==> src/rtl/dma_sched_pkg.sv <==
package dma_sched_pkg;
  // Source of the pick taken at a deciding edge
  typedef enum logic [1:0] {
    PICK_NONE    = 2'd0,
    PICK_HIGH    = 2'd1,
    PICK_LOW     = 2'd2,
    PICK_RESTART = 2'd3
  } pick_src_e;
endpackage

==> src/rtl/dma_sched_find.sv <==
// First set bit of vec at or after start; optional wrap-around.
module dma_sched_find #(
  parameter int N_CH = 8,
  parameter bit WRAP = 1'b0,
  localparam int IW = (N_CH > 1) ? $clog2(N_CH) : 1,
  localparam int SW = IW + 1
) (
  input  logic [N_CH-1:0] vec,
  input  logic [SW-1:0]   start,
  output logic            found,
  output logic [IW-1:0]   idx
);
  always_comb begin
    found = 1'b0;
    idx   = '0;
    for (int k = 0; k < N_CH; k++) begin
      int p;
      p = int'(start) + k;
      if (WRAP && p >= N_CH) p = p - N_CH;
      if (!found && p < N_CH) begin
        if (vec[p[IW-1:0]]) begin
          found = 1'b1;
          idx   = p[IW-1:0];
        end
      end
    end
  end
endmodule

==> src/rtl/dma_issue_sched.sv <==
module dma_issue_sched
  import dma_sched_pkg::*;
#(
  parameter int N_CH = 8,
  localparam int IW = (N_CH > 1) ? $clog2(N_CH) : 1,
  localparam int SW = IW + 1
) (
  input  logic            clk,
  input  logic            rst,
  input  logic [N_CH-1:0] ch_enable,
  input  logic [N_CH-1:0] ch_request,
  input  logic [N_CH-1:0] ch_high,
  input  logic            accept,
  output logic [N_CH-1:0] grant
);
  logic [N_CH-1:0] elig, hi_vec, lo_vec;
  logic [SW-1:0]   hi_ptr;   // next high index to visit; N_CH = sweep done
  logic [IW-1:0]   lo_ptr;   // low round-robin search start

  logic            hc_found, hz_found, lo_found;
  logic [IW-1:0]   hc_idx, hz_idx, lo_idx;
  logic            free;
  pick_src_e       src;
  logic [IW-1:0]   pick_idx;

  assign elig   = ch_enable & ch_request;
  assign hi_vec = elig & ch_high;
  assign lo_vec = elig & ~ch_high;

  // high sweep continuing the current round
  dma_sched_find #(.N_CH(N_CH), .WRAP(1'b0)) u_hi_cur (
    .vec(hi_vec), .start(hi_ptr), .found(hc_found), .idx(hc_idx));
  // high sweep for a freshly started round
  dma_sched_find #(.N_CH(N_CH), .WRAP(1'b0)) u_hi_new (
    .vec(hi_vec), .start('0), .found(hz_found), .idx(hz_idx));
  // rotating low search
  dma_sched_find #(.N_CH(N_CH), .WRAP(1'b1)) u_lo (
    .vec(lo_vec), .start({1'b0, lo_ptr}), .found(lo_found), .idx(lo_idx));

  // a new decision is taken when idle, on accept, or when the held channel is disabled
  assign free = (grant == '0) || accept || ((grant & ch_enable) == '0);

  always_comb begin
    src      = PICK_NONE;
    pick_idx = '0;
    if (hc_found) begin
      src      = PICK_HIGH;
      pick_idx = hc_idx;
    end else if (lo_found) begin
      src      = PICK_LOW;
      pick_idx = lo_idx;
    end else if (hz_found) begin
      src      = PICK_RESTART;
      pick_idx = hz_idx;
    end
  end

  always_ff @(posedge clk) begin
    if (rst) begin
      grant  <= '0;
      hi_ptr <= '0;
      lo_ptr <= '0;
    end else if (free) begin
      grant <= '0;
      unique case (src)
        PICK_HIGH, PICK_RESTART: begin
          grant[pick_idx] <= 1'b1;
          hi_ptr          <= {1'b0, pick_idx} + SW'(1);
        end
        PICK_LOW: begin
          grant[pick_idx] <= 1'b1;
          hi_ptr          <= '0;
          lo_ptr          <= (pick_idx == IW'(N_CH - 1)) ? '0 : pick_idx + IW'(1);
        end
        default: hi_ptr <= '0;
      endcase
    end
  end

  // single grant
  a_r1_onehot: assert property (@(posedge clk) disable iff (rst)
    $onehot0(grant));

  // grant held without accept while the channel stays enabled
  a_r2_hold: assert property (@(posedge clk) disable iff (rst)
    (grant != '0 && !accept && (grant & ch_enable) != '0) |=> $stable(grant));

  // only channels enabled at the previous edge hold a grant
  a_r7_enabled: assert property (@(posedge clk) disable iff (rst)
    (grant != '0) |-> (($past(ch_enable) & grant) != '0));

  // nothing eligible at a deciding edge means no grant
  a_r8_idle: assert property (@(posedge clk) disable iff (rst)
    ((elig == '0) && free) |=> (grant == '0));

  // a low grant always restarts the high sweep at index 0
  a_r4_round_restart: assert property (@(posedge clk) disable iff (rst)
    (free && src == PICK_LOW) |=> (hi_ptr == '0));

  // sweep position never exceeds the channel count
  a_r1_ptr_range: assert property (@(posedge clk) disable iff (rst)
    hi_ptr <= SW'(N_CH));
endmodule

==> config.mk <==
export PLATFORM = sky130hd
export DESIGN_NAME = dma_issue_sched
export DESIGN_NICKNAME = d
export VERILOG_FILES = /design/src/rtl/dma_sched_pkg.sv /design/src/rtl/dma_sched_find.sv /design/src/rtl/dma_issue_sched.sv
export SDC_FILE = /design/constraint.sdc
export NUM_CORES = 1
export LEC_CHECK = 0
export BUFFER_PORTS_ARGS = -buffer_cell sky130_fd_sc_hd__buf_4
export CAP_MARGIN = 15
export CORE_MARGIN = 10
export CORE_UTILIZATION = 60
export DETAILED_ROUTE_END_ITERATION = 7
export PLACE_DENSITY = 0.81
export SETUP_SLACK_MARGIN = 0.2
export SYNTH_ARGS = -nofsm -noshare
export SYNTH_HDL_FRONTEND = slang
export SYNTH_SLANG_ARGS = --single-unit
export TNS_END_PERCENT = 100
==> constraint.sdc <==
create_clock -name clk -period 5.2 [get_ports clk]
set_input_delay 1.04 -clock clk [delete_from_list [all_inputs] [get_ports clk]]
set_output_delay 1.04 -clock clk [all_outputs]
set_load 0.05 [all_outputs]
== Word level (Yosys, flattened, before mapping) ==
Cells that the tools add are included.
W data, S select, Z words.
Cells by class
  add/sub/neg operators: 24
  order comparisons: 42
  equal/unequal tests: 4
  multiplexer cells: 144
  bitwise operators: 5
  reductions and logical operators: 36
Operators with widths (number)
  $lt A32 B5 Y1 const B: 15
  $mux W32: 8
  $ge A32 B5 Y1 const B: 7
  $sub A32 B5 Y32 const B: 7
  $mux W3: 49
  $lt A3 B4 Y1 const B: 17
  $mux W1: 65
  $bmux W1 S3: 16
  $and A8 B8 Y8: 4
  $add A4 B3 Y5 const B: 4
  $add A3 B3 Y4 const B: 4
  $logic_not A8 Y1: 2
  $logic_and A1 B1 Y1: 15
  $logic_not A1 Y1: 14
  $add A4 B2 Y5 const B: 2
  $add A3 B1 Y4 const B: 2
  $add A3 B2 Y4 const B: 2
  $mux W8: 1
  $not A8 Y8: 1
  $mux W2: 3
  $add A4 B1 Y5 const B: 1
  $sub A3 B4 Y5 const B: 1
  $eq A2 B2 Y1 const B: 2
  $ge A3 B4 Y1 const B: 1
  other kinds (11): 12
Word-level totals
  bits in registers: 15
  input port bits: 27
  output and inout bits: 8
  logic and storage cells: 258

== Longest topological paths before layout ==
Gate-level depths: netlist (run 1).
  depth in word-level cells: 34
  gate-level depth with buffers: 20
  depth with buffers taken out: 16

== Hierarchy ==
A second synthesis (run 1) with hierarchy kept.
Second synthesis, totals
  cell total of the unflattened synthesis: 540
  area, all modules: 4406.7 µm²
Modules (own cells, without submodules)
  dma_sched_find at u_hi_cur ...: times used 2, cells each 155, area an instance 1239.9 µm², seq. area each 0.0 µm²
  dma_issue_sched: times used 1, cells each 125, area an instance 1009.7 µm², seq. area each 300.3 µm²
  dma_sched_find at u_lo: times used 1, cells each 105, area an instance 917.1 µm², seq. area each 0.0 µm²

== Worst setup path before layout (run 1) ==
No wires, ideal clock.
  kind: register -> register
  from: register lo_ptr[0]
  to: register lo_ptr[1]
  setup time: 0.096 ns
  arrival: 3.961 ns
  required time: 5.104 ns
  path slack: 1.143 ns
  stages on the path, launching flop included: 16
  buffers on the path: 3
  period minus slack after synthesis: 4.057 ns
  path through: dfxtp_1 -> clkbuf_8 -> inv_2 -> buf_1 -> ha_1 -> buf_6 -> mux2i_1 -> mux4_2 -> or4b_1 -> a311oi_1 -> or4_1 -> a21oi_2 -> a2111oi_4 -> nor2_1 -> ha_1 -> o41ai_2
Between the ends
  longest elaborated chain between the ends: 31
  elaborated cells on any way between the ends: 110
  classes of those cells: add/sub (16); order compare (16); eq/ne (2); mux (61); reduce/logical (15)
RTL lines
  start, declared: RTL line dma_issue_sched.sv:18  | logic [IW-1:0] lo_ptr;
  start signal, assigned: RTL line dma_issue_sched.sv:73  | lo_ptr <= (pick_idx == IW'(N_CH - 1)) ? '0 : pick_idx + IW'(1);
  parallel branches: the longest is 31 deep, another holds $sub A32 B5 Y32
Parallel ways; which one is timed is not known. The select of a mux whose other input is x is not followed.
A chain may end at the register's enable or synchronous reset.

== Worst setup path after layout (run 1) ==
  from: register lo_ptr[0]
  to: register hi_ptr[2]
Between the ends
  longest elaborated chain between the ends: 32
  elaborated cells on any way between the ends: 110
  classes of those cells: add/sub (16); order compare (16); eq/ne (2); mux (61); reduce/logical (15)
RTL lines
  parallel branches: the longest is 31 deep, another holds $sub A32 B5 Y32
  $mux W4 *: RTL line dma_issue_sched.sv:65  | unique case (src)
  end signal, assigned: RTL line dma_issue_sched.sv:68  | hi_ptr <= {1'b0, pick_idx} + SW'(1);
  end, declared: RTL line dma_issue_sched.sv:17  | logic [SW-1:0] hi_ptr;
Every way passes the cells marked *. The select of a mux whose other input is x is not followed.

==> results of run 1 <==
stage by stage:
stage	setup WS (ns)	util
final	0.614	0.686
after detailed placement	0.646	0.676
after CTS	0.707	0.686
after global routing	0.391	0.686
after floorplan	1.14	-
after global placement	0.763	0.676
worst paths after layout:
path	start	endpoint	slack (ns)	cells after the start
worst min-delay path	grant[0]	grant[0]	0.53	2
worst max register to register	lo_ptr[0]	hi_ptr[2]	0.61	14
worst max-delay path	lo_ptr[0]	hi_ptr[2]	0.61	14
worst min register to register	grant[0]	grant[0]	0.53	2
tightest hold or removal path: cells and delay by family (launching register included):
kind	cells	cell delay (ns)
DFF	1	0.34
AOI/OAI and AO/OA	1	0.08
and+or+nand+nor	1	0.06
power by group through the flow:
stage / clock (uW) / combinational [uW] / sequential, uW
after floorplan: 0 / 1060 / 240
after global placement: 0 / 1380 / 196
after detailed placement: 0 / 1420 / 195
after CTS: 100 / 1430 / 193
after global routing: 106 / 1560 / 199
final: 100 / 1470 / 196
state kept, by name (all words and copies together) (netlist names):
signal	count
lo_ptr	3
hi_ptr	4
grant	8
kinds of logic after synthesis:
group / count (synthesis)
flops: 15
buf+inv: 37
mux: 54
fa+ha+maj: 11
compound gates: 104
simple gates: 147
xor+xnor: 8
per-layer routing:
metal  wire length (um)  track usage  vias up
met5                  0            0        -
met4                347       0.0977        0
met3               1340       0.0520       43
met2               5040        0.393      256
met1               4100        0.317     1706
li1                   -            -     1552
layout by cell type (no fill, tap or decap), types with 4 or more instances in the layout:
master     count
a21oi_1       21
a22o_1         4
a22oi_1        8
and3_1         9
and3b_1        8
buf_4         45
dfxtp_1       15
ha_1          11
inv_1          9
mux2i_1       25
mux4_1         5
mux4_2        22
nand2_1       31
nand3_1       20
nand3b_1      10
nand4b_1       6
nor2_1        24
nor2b_1        4
nor3_1         5
nor4_1         4
o2111ai_1      7
o21a_1         4
o21ai_0       22
xnor2_1        6
final cells by class:
type / count / area (um2) / area share
clock buffers: 3 / 41.3 / 0.0116
inverters: 13 / 48.8 / 0.0138
flip-flops and latches: 15 / 300 / 0.0847
well taps: 70 / 87.6 / 0.0247
multi-input cells: 324 / 2720 / 0.768
repair buffers: 45 / 338 / 0.0952
clock inverters: 1 / 7.51 / 0.00212
==> metrics, run 1 <==
HPWL after DPL=about 8.4 mm; Tot Pwr=1760 uW; Startpoint Class=register; leading area contributor after synthesis=mux4_2; Mapped Area=between 0.003 and 0.004 mm2; Async SR Flop Fraction=0; Die ar.=~0.0087 mm2; Critical Path End Type=register; Resized Gates After CTS=0; final setup TNS=0 ns; CTS root buf=clkbuf_8; std cell rows=26; Hold Crit Class=reg2reg; most common cell in the netlist=nand2_1; Crit-path slowest cell=mux4_1; fillers=roughly 430; Synth Area in Compound Gates=0.234; synth unique cells=slightly above 70; Seq/Total Area, Yosys=0.0928; mux share of post-synthesis cell area=0.278; worst-margin pin slew=~0.77 ns; Max stage delay on crit path=approximately 0.65 ns; clock latency on the worst-skew pair=0.26 ns; Leak=roughly 0.0014 uW; share of cells above drive strength 1=0.229; routed vias/inst=between 7 and 8; Slew HR=0.477; Ports=35; Post-Layout Cell Count=around 470; post-synthesis simple-gate area fraction=0.265; max-cap violations=0; IO buf count=34; clock sink count=15; largest family of logic cells by synthesized area=multiplexers; Synth top cells by count=31 x nand2_1, 25 x mux2i_1, 24 x nor2_1, 22 x mux4_2, 22 x o21ai_0; gr ovfl total=0; DR pass1 iterations=5; Post-Synth Adder-Cell Area=0.0425; DP Area=0.00350 mm2; Placed Cells=467; top cell type's share of synthesized area=0.153; P per Cell Area=roughly 500 mW/mm2; maximum level of the CTS H-tree=1; Die Wd=slightly above 90 um; Buf/Inv on CP=1; CTS Buf Count=3; Top Family by Delay on Critical Path=simple AND/OR/NAND/NOR gates; final slew viol count=0; Reg power frac=0.111; Final nets=440; antenna viol nets, final=0; RSZ-0062 raised after global routing=false; internal power=a little under 800 uW; CP arrival=about 4.7 ns; Area contributors post-synth=mux4_2 15%, dfxtp_1 9.3%, mux2i_1 7.7%; NetSw=between 900 and 1000 uW; fmax=roughly 0.22 GHz; global-route wire length before repair=between 15 and 20 mm; Worst EP required=~5.4 ns; hold_buf cts=0; Fin. Hold Viols=0; post-synth net total=roughly 410; Max FO, Critical Path=23; Max Clock Skew=between 0.001 and 0.0015 ns; Main synth FF type=dfxtp_1; endpoints failing setup=0; Syn-to-layout area delta=9.63%; cells after synthesis=roughly 380; initial antenna violation count=0; Sw Ratio=0.556; xor/xnor share of the synthesized area=0.0217; CP Class=reg2reg; post-synthesis area per instance=8.61 um2; final hold slack=0.532 ns; Post-Route WL=approximately 11 mm; DRC Markers=0; Post-CTS Setup Repair Bufs=0; wire per inst=~23 um; GRT Total Usage=0.247; crit path time final=about 4.6 ns; synthesized flop and latch total=15; crit-path cells=inv_2 -> ha_1 -> nand4b_1 -> o21ai_0 -> mux4_1 -> nor3b_1 -> o21a_1 -> or4_1 -> a21oi_2 -> a2111oi_4 -> nor2_1 -> ha_1 -> a22oi_1 -> nor2_1; vias in the first global route=between 3000 and 4000; largest net degree at the start of global routing=25; Comb power frac=0.832; post-route cell area=between 0.003 and 0.004 mm2; Vert. Die Dim=about 93 um; Clk pwr share=0.057; Max Buffers Root-to-Sink=2; vias=approximately 3600; global placer's final weighted congestion=between 1 and 1.5; initial core utilization=0.626; clock transition at the registers of the reported paths=around 0.070 ns; final period utilization=0.882; area of the core=0.00517 mm2; n_diodes=0; TritonCTS clock tree=done; DRT iter0 DRCs=about 530; number of synthesized flops with an enable pin=0; status=finished clean; peak supply drop=approximately 0.38 mV; Syn. warnings=0
(Power assumes the default switching activity.)
==> run 2, diff against run 1 <==
--- a/config.mk
+++ b/config.mk
@@ -8,9 +8,9 @@
 export BUFFER_PORTS_ARGS = -buffer_cell sky130_fd_sc_hd__buf_4
 export CAP_MARGIN = 15
 export CORE_MARGIN = 10
-export CORE_UTILIZATION = 60
+export CORE_UTILIZATION = 55
 export DETAILED_ROUTE_END_ITERATION = 7
-export PLACE_DENSITY = 0.81
+export PLACE_DENSITY = 0.75
 export SETUP_SLACK_MARGIN = 0.2
 export SYNTH_ARGS = -nofsm -noshare
 export SYNTH_HDL_FRONTEND = slang
==> run 2 against run 1 <==
  * Setup slack worse by 0.17 ns
  * Critical path type unchanged
  * Highest routed layer unchanged
  * Maximum frequency down 3.6%
  * Total power down 1.2%
  * Critical endpoint unchanged
==> metrics, run 2 (synthesized netlist as in run 1, its figures left out) <==
Slew HR=0.443 (-0.0338); CTS root buf=clkbuf_8; GRT Total Usage=0.216 (-0.0309); antenna viol nets, final=0 (unchanged); fillers=502 (+18%); GR Util met1=0.269 (-0.0479); Leak=0.00141 uW (-1.1%); Largest register FFs=8 (unchanged); Hold Crit Class=reg2reg; RSZ-0062 raised after global routing=false; most common cell after layout, fill and taps aside=buf_4; Fin. Hold Viols=0 (unchanged); clock transition at the registers of the reported paths=0.06 ns (about the same); Tot Pwr=1740 uW (-1.2%); CP arrival=4.90 ns (+0.16 ns); DP Area=0.00347 mm2 (-0.79%); final setup TNS=0 ns (unchanged); met2 Usage GRT=0.347 (-0.0461); peak supply drop=0.467 mV (+23%); routed vias/inst=7.40 (-2.0%); Startpoint Class=register; TritonCTS clock tree=done; gr ovfl total=0 (unchanged); IO buf count=34 (unchanged); most frequent cells in the layout=41 x buf_4, 31 x nand2_1, 25 x mux2i_1; Syn-to-layout area delta=8.70%; Ports=35 (unchanged); Multi-input gate area=0.00272 mm2 (unchanged); hold_buf cts=0 (unchanged); max-cap violations=0 (unchanged); Top Registers=grant (8), hi_ptr (4), lo_ptr (3); Post-CTS Setup Repair Bufs=0 (unchanged); Vert. Die Dim=96.7 um (+3.5%); Post-Route WL=10.9 mm (+0.29%); maximum level of the CTS H-tree=1 (unchanged); vias in the first global route=3458 (+2.5%); GRT busiest layer=met2; DRT iter0 DRCs=381 (-28%); final slew viol count=0 (unchanged); clock sink count=15 (unchanged); worst-margin pin slew=0.831 ns (+0.0569 ns); clock latency on the worst-skew pair=0.25 ns (about the same); met3 Usage GRT=0.0447 (-0.00725); vias=3472 (-2.4%); Max Clock Skew=0.00278 ns (+0.00151 ns); status=finished clean; final period utilization=0.915 (+0.0327); area of the core=0.00561 mm2 (+8.4%); wire per inst=23.2 um (+0.71%); P per Cell Area=495 mW/mm2 (-0.37%); Reg with most FFs=grant; Final nets=436 (-0.91%); CTS Buf Count=3 (unchanged); initial antenna violation count=0 (unchanged); Resized Gates After CTS=0 (unchanged); Die Wd=96.7 um (+3.5%); Final Worst Setup Slack=0.444 ns (-0.170 ns); post-route cell area=0.00352 mm2 (-0.85%); largest net degree at the start of global routing=25 (unchanged); HPWL after DPL=8.30 mm (-1.5%); CP Class=reg2reg; post-place setup slack=0.584 ns (-0.0627 ns); crit path time final=4.76 ns (+0.170 ns); Critical Path End Type=register; DR pass1 iterations=5 (unchanged); initial core utilization=0.577 (-0.0486); n_diodes=0 (unchanged); DRC Markers=0 (unchanged); global-route wire length before repair=17.4 mm (-1.4%); std cell rows=27 (+3.8%); fmax=0.210 GHz (-3.6%); hold depth=2 (unchanged); fin util=0.627 (-0.0586); Register Area=300 um2 (unchanged); global placer's final weighted congestion=1.04 (+0.55%); endpoints failing setup=0 (unchanged); Max FO, Critical Path=23 (unchanged); R2R cell count=14 (unchanged); share of cells above drive strength 1=0.222 (-0.00776); Max Buffers Root-to-Sink=2 (unchanged); Worst EP required=5.35 ns (about the same); Die ar.=0.00935 mm2 (+7.1%)
==> run 2: final timing paths <==
check / from / to / slack [ns]
setup / recovery: lo_ptr[0] / hi_ptr[2] / 0.44
hold / removal: grant[2] / grant[2] / 0.52
setup reg to reg: lo_ptr[0] / hi_ptr[2] / 0.44
hold reg to reg: grant[2] / grant[2] / 0.52
==> run 2: stage by stage <==
stage	hold WS (ns)	std cells
final	0.521	469
after global routing	0.556	469
after CTS	0.523	469
after detailed placement	0.540	465
after global placement	0.552	465
after floorplan	0.652	376
==> run 2: routing by layer <==
layer | part of all wire | vias up | wire length (um)
met5 | 0 | - | 0
met4 | 0.036 | 0 | 391
met3 | 0.11 | 42 | 1250
met2 | 0.45 | 252 | 4910
met1 | 0.40 | 1634 | 4310
li1 | - | 1544 | -
==> run 2: report_power, final <==
group / total, uW / switching (uW) / internal [uW]
combinational: 1440 / 882 / 562
clock: 95.3 / 42.1 / 53.2
sequential: 203 / 51.9 / 151
==> run 2: cell type report <==
class | count | area share
clock buffers | 3 | 0.0117
clock inverters | 1 | 0.00142
inverters | 13 | 0.0139
multi-input cells | 324 | 0.774
flip-flops and latches | 15 | 0.0854
well taps | 72 | 0.0256
repair buffers | 41 | 0.0875
==> run 2: worst max-delay path, cell delays in order, from the launching register on <==
cell	delay (ns)
dfxtp_1	0.68
inv_2	0.08
ha_1	0.62
nand4b_1	0.30
o21ai_0	0.15
mux4_1	0.65
nor3b_1	0.19
o21a_1	0.19
or4_1	0.57
a21oi_2	0.26
a2111oi_4	0.10
nor2_1	0.30
ha_1	0.31
a22oi_1	0.19
nor2_1	0.06
==> run 3, diff against run 2 <==
--- a/config.mk
+++ b/config.mk
@@ -5,12 +5,13 @@
 export SDC_FILE = /design/constraint.sdc
 export NUM_CORES = 1
 export LEC_CHECK = 0
+export ABC_AREA = 1
 export BUFFER_PORTS_ARGS = -buffer_cell sky130_fd_sc_hd__buf_4
 export CAP_MARGIN = 15
 export CORE_MARGIN = 10
 export CORE_UTILIZATION = 55
 export DETAILED_ROUTE_END_ITERATION = 7
-export PLACE_DENSITY = 0.75
+export PLACE_DENSITY = 0.77
 export SETUP_SLACK_MARGIN = 0.2
 export SYNTH_ARGS = -nofsm -noshare
 export SYNTH_HDL_FRONTEND = slang
==> run 3 against run 2 <==
  * Design area decreased by 17%
  * Sequential power increased by 9.9%
  * Critical path type unchanged
  * Critical path depth up 5
  * Sequential cell count is the same
==> metrics, run 3 <==
final setup TNS=0 ns (unchanged); Syn. warnings=0 (unchanged); largest net degree at the start of global routing=19 (-24%); Final nets=526 (+21%); number of synthesized flops with an enable pin=0 (unchanged); Synth top cells by count=121 x nand2_1, 69 x nand3_1, 55 x inv_1, 45 x nor2_1, 26 x a21oi_1; global placer's final weighted congestion=0.991 (-4.7%); worst reg-to-reg setup slack=1.24 ns (+0.80 ns); GRT Total Usage=0.207 (-0.00854); Register Area=300 um2 (unchanged); Vert. Die Dim=89.1 um (-7.9%); IO buf count=34 (unchanged); peak supply drop=0.462 mV (-0.92%); status=finished clean; vias=3151 (-9.2%); hold worst-path end=grant[4]; post-synth net total=497 (+20%); Ports=35 (unchanged); Largest register FFs=8 (unchanged); Area contributors post-synth=nand2_1 17%, nand3_1 13%, dfxtp_1 11%; vias in the first global route=2910 (-16%); final slew viol count=0 (unchanged); endpoints failing setup=0 (unchanged); Fin. Hold Viols=0 (unchanged); wire per inst=14.8 um (-36%); R2R Path Start=hi_ptr[0]; fmax=0.253 GHz (+20%); Max Clock Skew=0.00190 ns (-0.000883 ns); initial antenna violation count=0 (unchanged); synthesized flop and latch total=15 (unchanged); Worst R2R End=lo_ptr[2]; Max FO, Critical Path=18 (-22%); crit path time final=3.96 ns (-0.799 ns); Leak=0.00150 uW (+6.6%); most common cell in the netlist=nand2_1; Post-CTS Setup Repair Bufs=0 (unchanged); hold_buf cts=0 (unchanged); fillers=474 (-5.6%); TritonCTS clock tree=done; Seq/Total Area, Yosys=0.114 (+0.0216); Worst EP required=5.36 ns (about the same); P per Cell Area=762 mW/mm2 (+54%); most common cell after layout, fill and taps aside=nand2_1; CP Class=reg2reg; initial core utilization=0.563 (-0.0140); Critical Path End Type=register; post-route cell area=0.00292 mm2 (-17%); R2R cell count=19 (+5); Hold Crit Start=grant[4]; cells after synthesis=459 (+22%); CP arrival=4.12 ns (-0.78 ns); Top Family by Delay on Critical Path=compound AO/OA/AOI/OAI gates; hold depth=2 (unchanged); Critical Path Most Common Cell=a21oi_4; n_diodes=0 (unchanged); most frequent cells in the layout=121 x nand2_1, 69 x nand3_1, 55 x inv_1; synth unique cells=45 (-38%); Die Wd=89.1 um (-7.9%); top cell type's share of synthesized area=0.173 (+0.0200); std cell rows=25 (-7.4%); Die ar.=0.00793 mm2 (-15%); crit-path cells=inv_4 -> ha_1 -> inv_1 -> nand3_1 -> nand3_2 -> nand2_2 -> a21oi_4 -> o21ai_2 -> a21oi_4 -> o221ai_2 -> a21oi_4 -> nand3_4 -> nand3_2 -> nand3_4 -> nand2_1 -> inv_1 -> ha_1 -> nor2_1 -> a211oi_1; Reg with most FFs=grant; final period utilization=0.761 (-0.154); Hold Crit Class=reg2reg; Slew HR=0.501 (+0.0579); DR pass1 iterations=5 (unchanged); maximum level of the CTS H-tree=1 (unchanged); antenna viol nets, final=0 (unchanged); gr ovfl total=0 (unchanged); clock sink count=15 (unchanged); CTS root buf=clkbuf_8; Async SR Flop Fraction=0 (unchanged); DRC Markers=0 (unchanged); max-cap violations=0 (unchanged); Multi-input gate area=0.00201 mm2 (-26%); leading area contributor after synthesis=nand2_1; clock transition at the registers of the reported paths=0.06 ns (about the same); Startpoint Class=register; Main synth FF type=dfxtp_1; Syn-to-layout area delta=11.2%; Resized Gates After CTS=0 (unchanged); RSZ-0062 raised after global routing=false; Post-Route WL=8.03 mm (-26%); CTS Buf Count=3 (unchanged); DRT iter0 DRCs=196 (-49%); HPWL after DPL=6.74 mm (-19%); share of cells above drive strength 1=0.168 (-0.0533); area of the core=0.00466 mm2 (-17%); Max Buffers Root-to-Sink=2 (unchanged); Max stage delay on crit path=0.80 ns (+0.12 ns); Crit-path slowest cell=dfxtp_1; DP Area=0.00287 mm2 (-17%); Mapped Area=0.00262 mm2 (-19%); Top Registers=grant (8), hi_ptr (4), lo_ptr (3); Buf/Inv on CP=3 (+2); clock latency on the worst-skew pair=0.24 ns (about the same); global-route wire length before repair=13.5 mm (-23%); routed vias/inst=5.82 (-21%); post-synthesis area per instance=5.72 um2 (-34%); worst-margin pin slew=0.748 ns (-0.0840 ns)
## run 3: logic make-up after synthesis
group | share of synthesized area
AND/OR/NAND/NOR | 0.530
buffers and inverters | 0.118
AO/OA/AOI/OAI | 0.175
flip-flops | 0.114
adder cells (fa/ha/maj) | 0.0525
XOR/XNOR | 0.0100
## run 3: layer usage
metal / GRT usage / vias up / wire length (um)
li1: - / 1598 / -
met1: 0.245 / 1429 / 3400
met2: 0.372 / 107 / 3970
met3: 0.0410 / 17 / 483
met4: 0.0491 / 0 / 182
met5: 0 / - / 0
## run 3: tightest hold or removal path: cells and delay by family (launching register included)
family          cells  cell delay (ns)
compound gates      1             0.05
flops               1             0.35
simple gates        1             0.08
## run 3: power breakdown
| part | switching, uW | internal, uW |
|---|---|---|
| Combinational | 1270 | 636 |
| Clock | 36.4 | 54.1 |
| Sequential | 71.5 | 152 |
| Total | 1380 | 841 |
## run 3: worst max path at each step
stage               cells after the start          from         to  slack (ns)
CTS                                    19     hi_ptr[0]  lo_ptr[2]        1.33
global route                           19     hi_ptr[0]  lo_ptr[2]        0.95
finish                                 19     hi_ptr[0]  lo_ptr[2]        1.24
floorplan                              19  ch_enable[0]  lo_ptr[2]        1.86
detailed placement                     19     hi_ptr[0]  lo_ptr[2]        1.36
global placement                       19     hi_ptr[0]  lo_ptr[2]        1.49
## run 3: final cells by class
cell class / instances / share of cell area
clock buffers: 4 / 0.0154
inverters: 62 / 0.0806
multi-input cells: 372 / 0.690
flip-flops and latches: 15 / 0.103
well taps: 54 / 0.0232
repair buffers: 34 / 0.0875
## run 3: stage by stage
step,hold slack (ns),setup slack [ns],cells,total power [uW],utilization
after floorplan,0.572,1.86,459,1730,-
after global placement,0.521,1.49,537,2060,0.616
after detailed placement,0.519,1.36,537,2090,0.616
after CTS,0.530,1.33,541,2200,0.626
after global routing,0.555,0.951,541,2490,0.626
final,0.524,1.24,541,2220,0.626
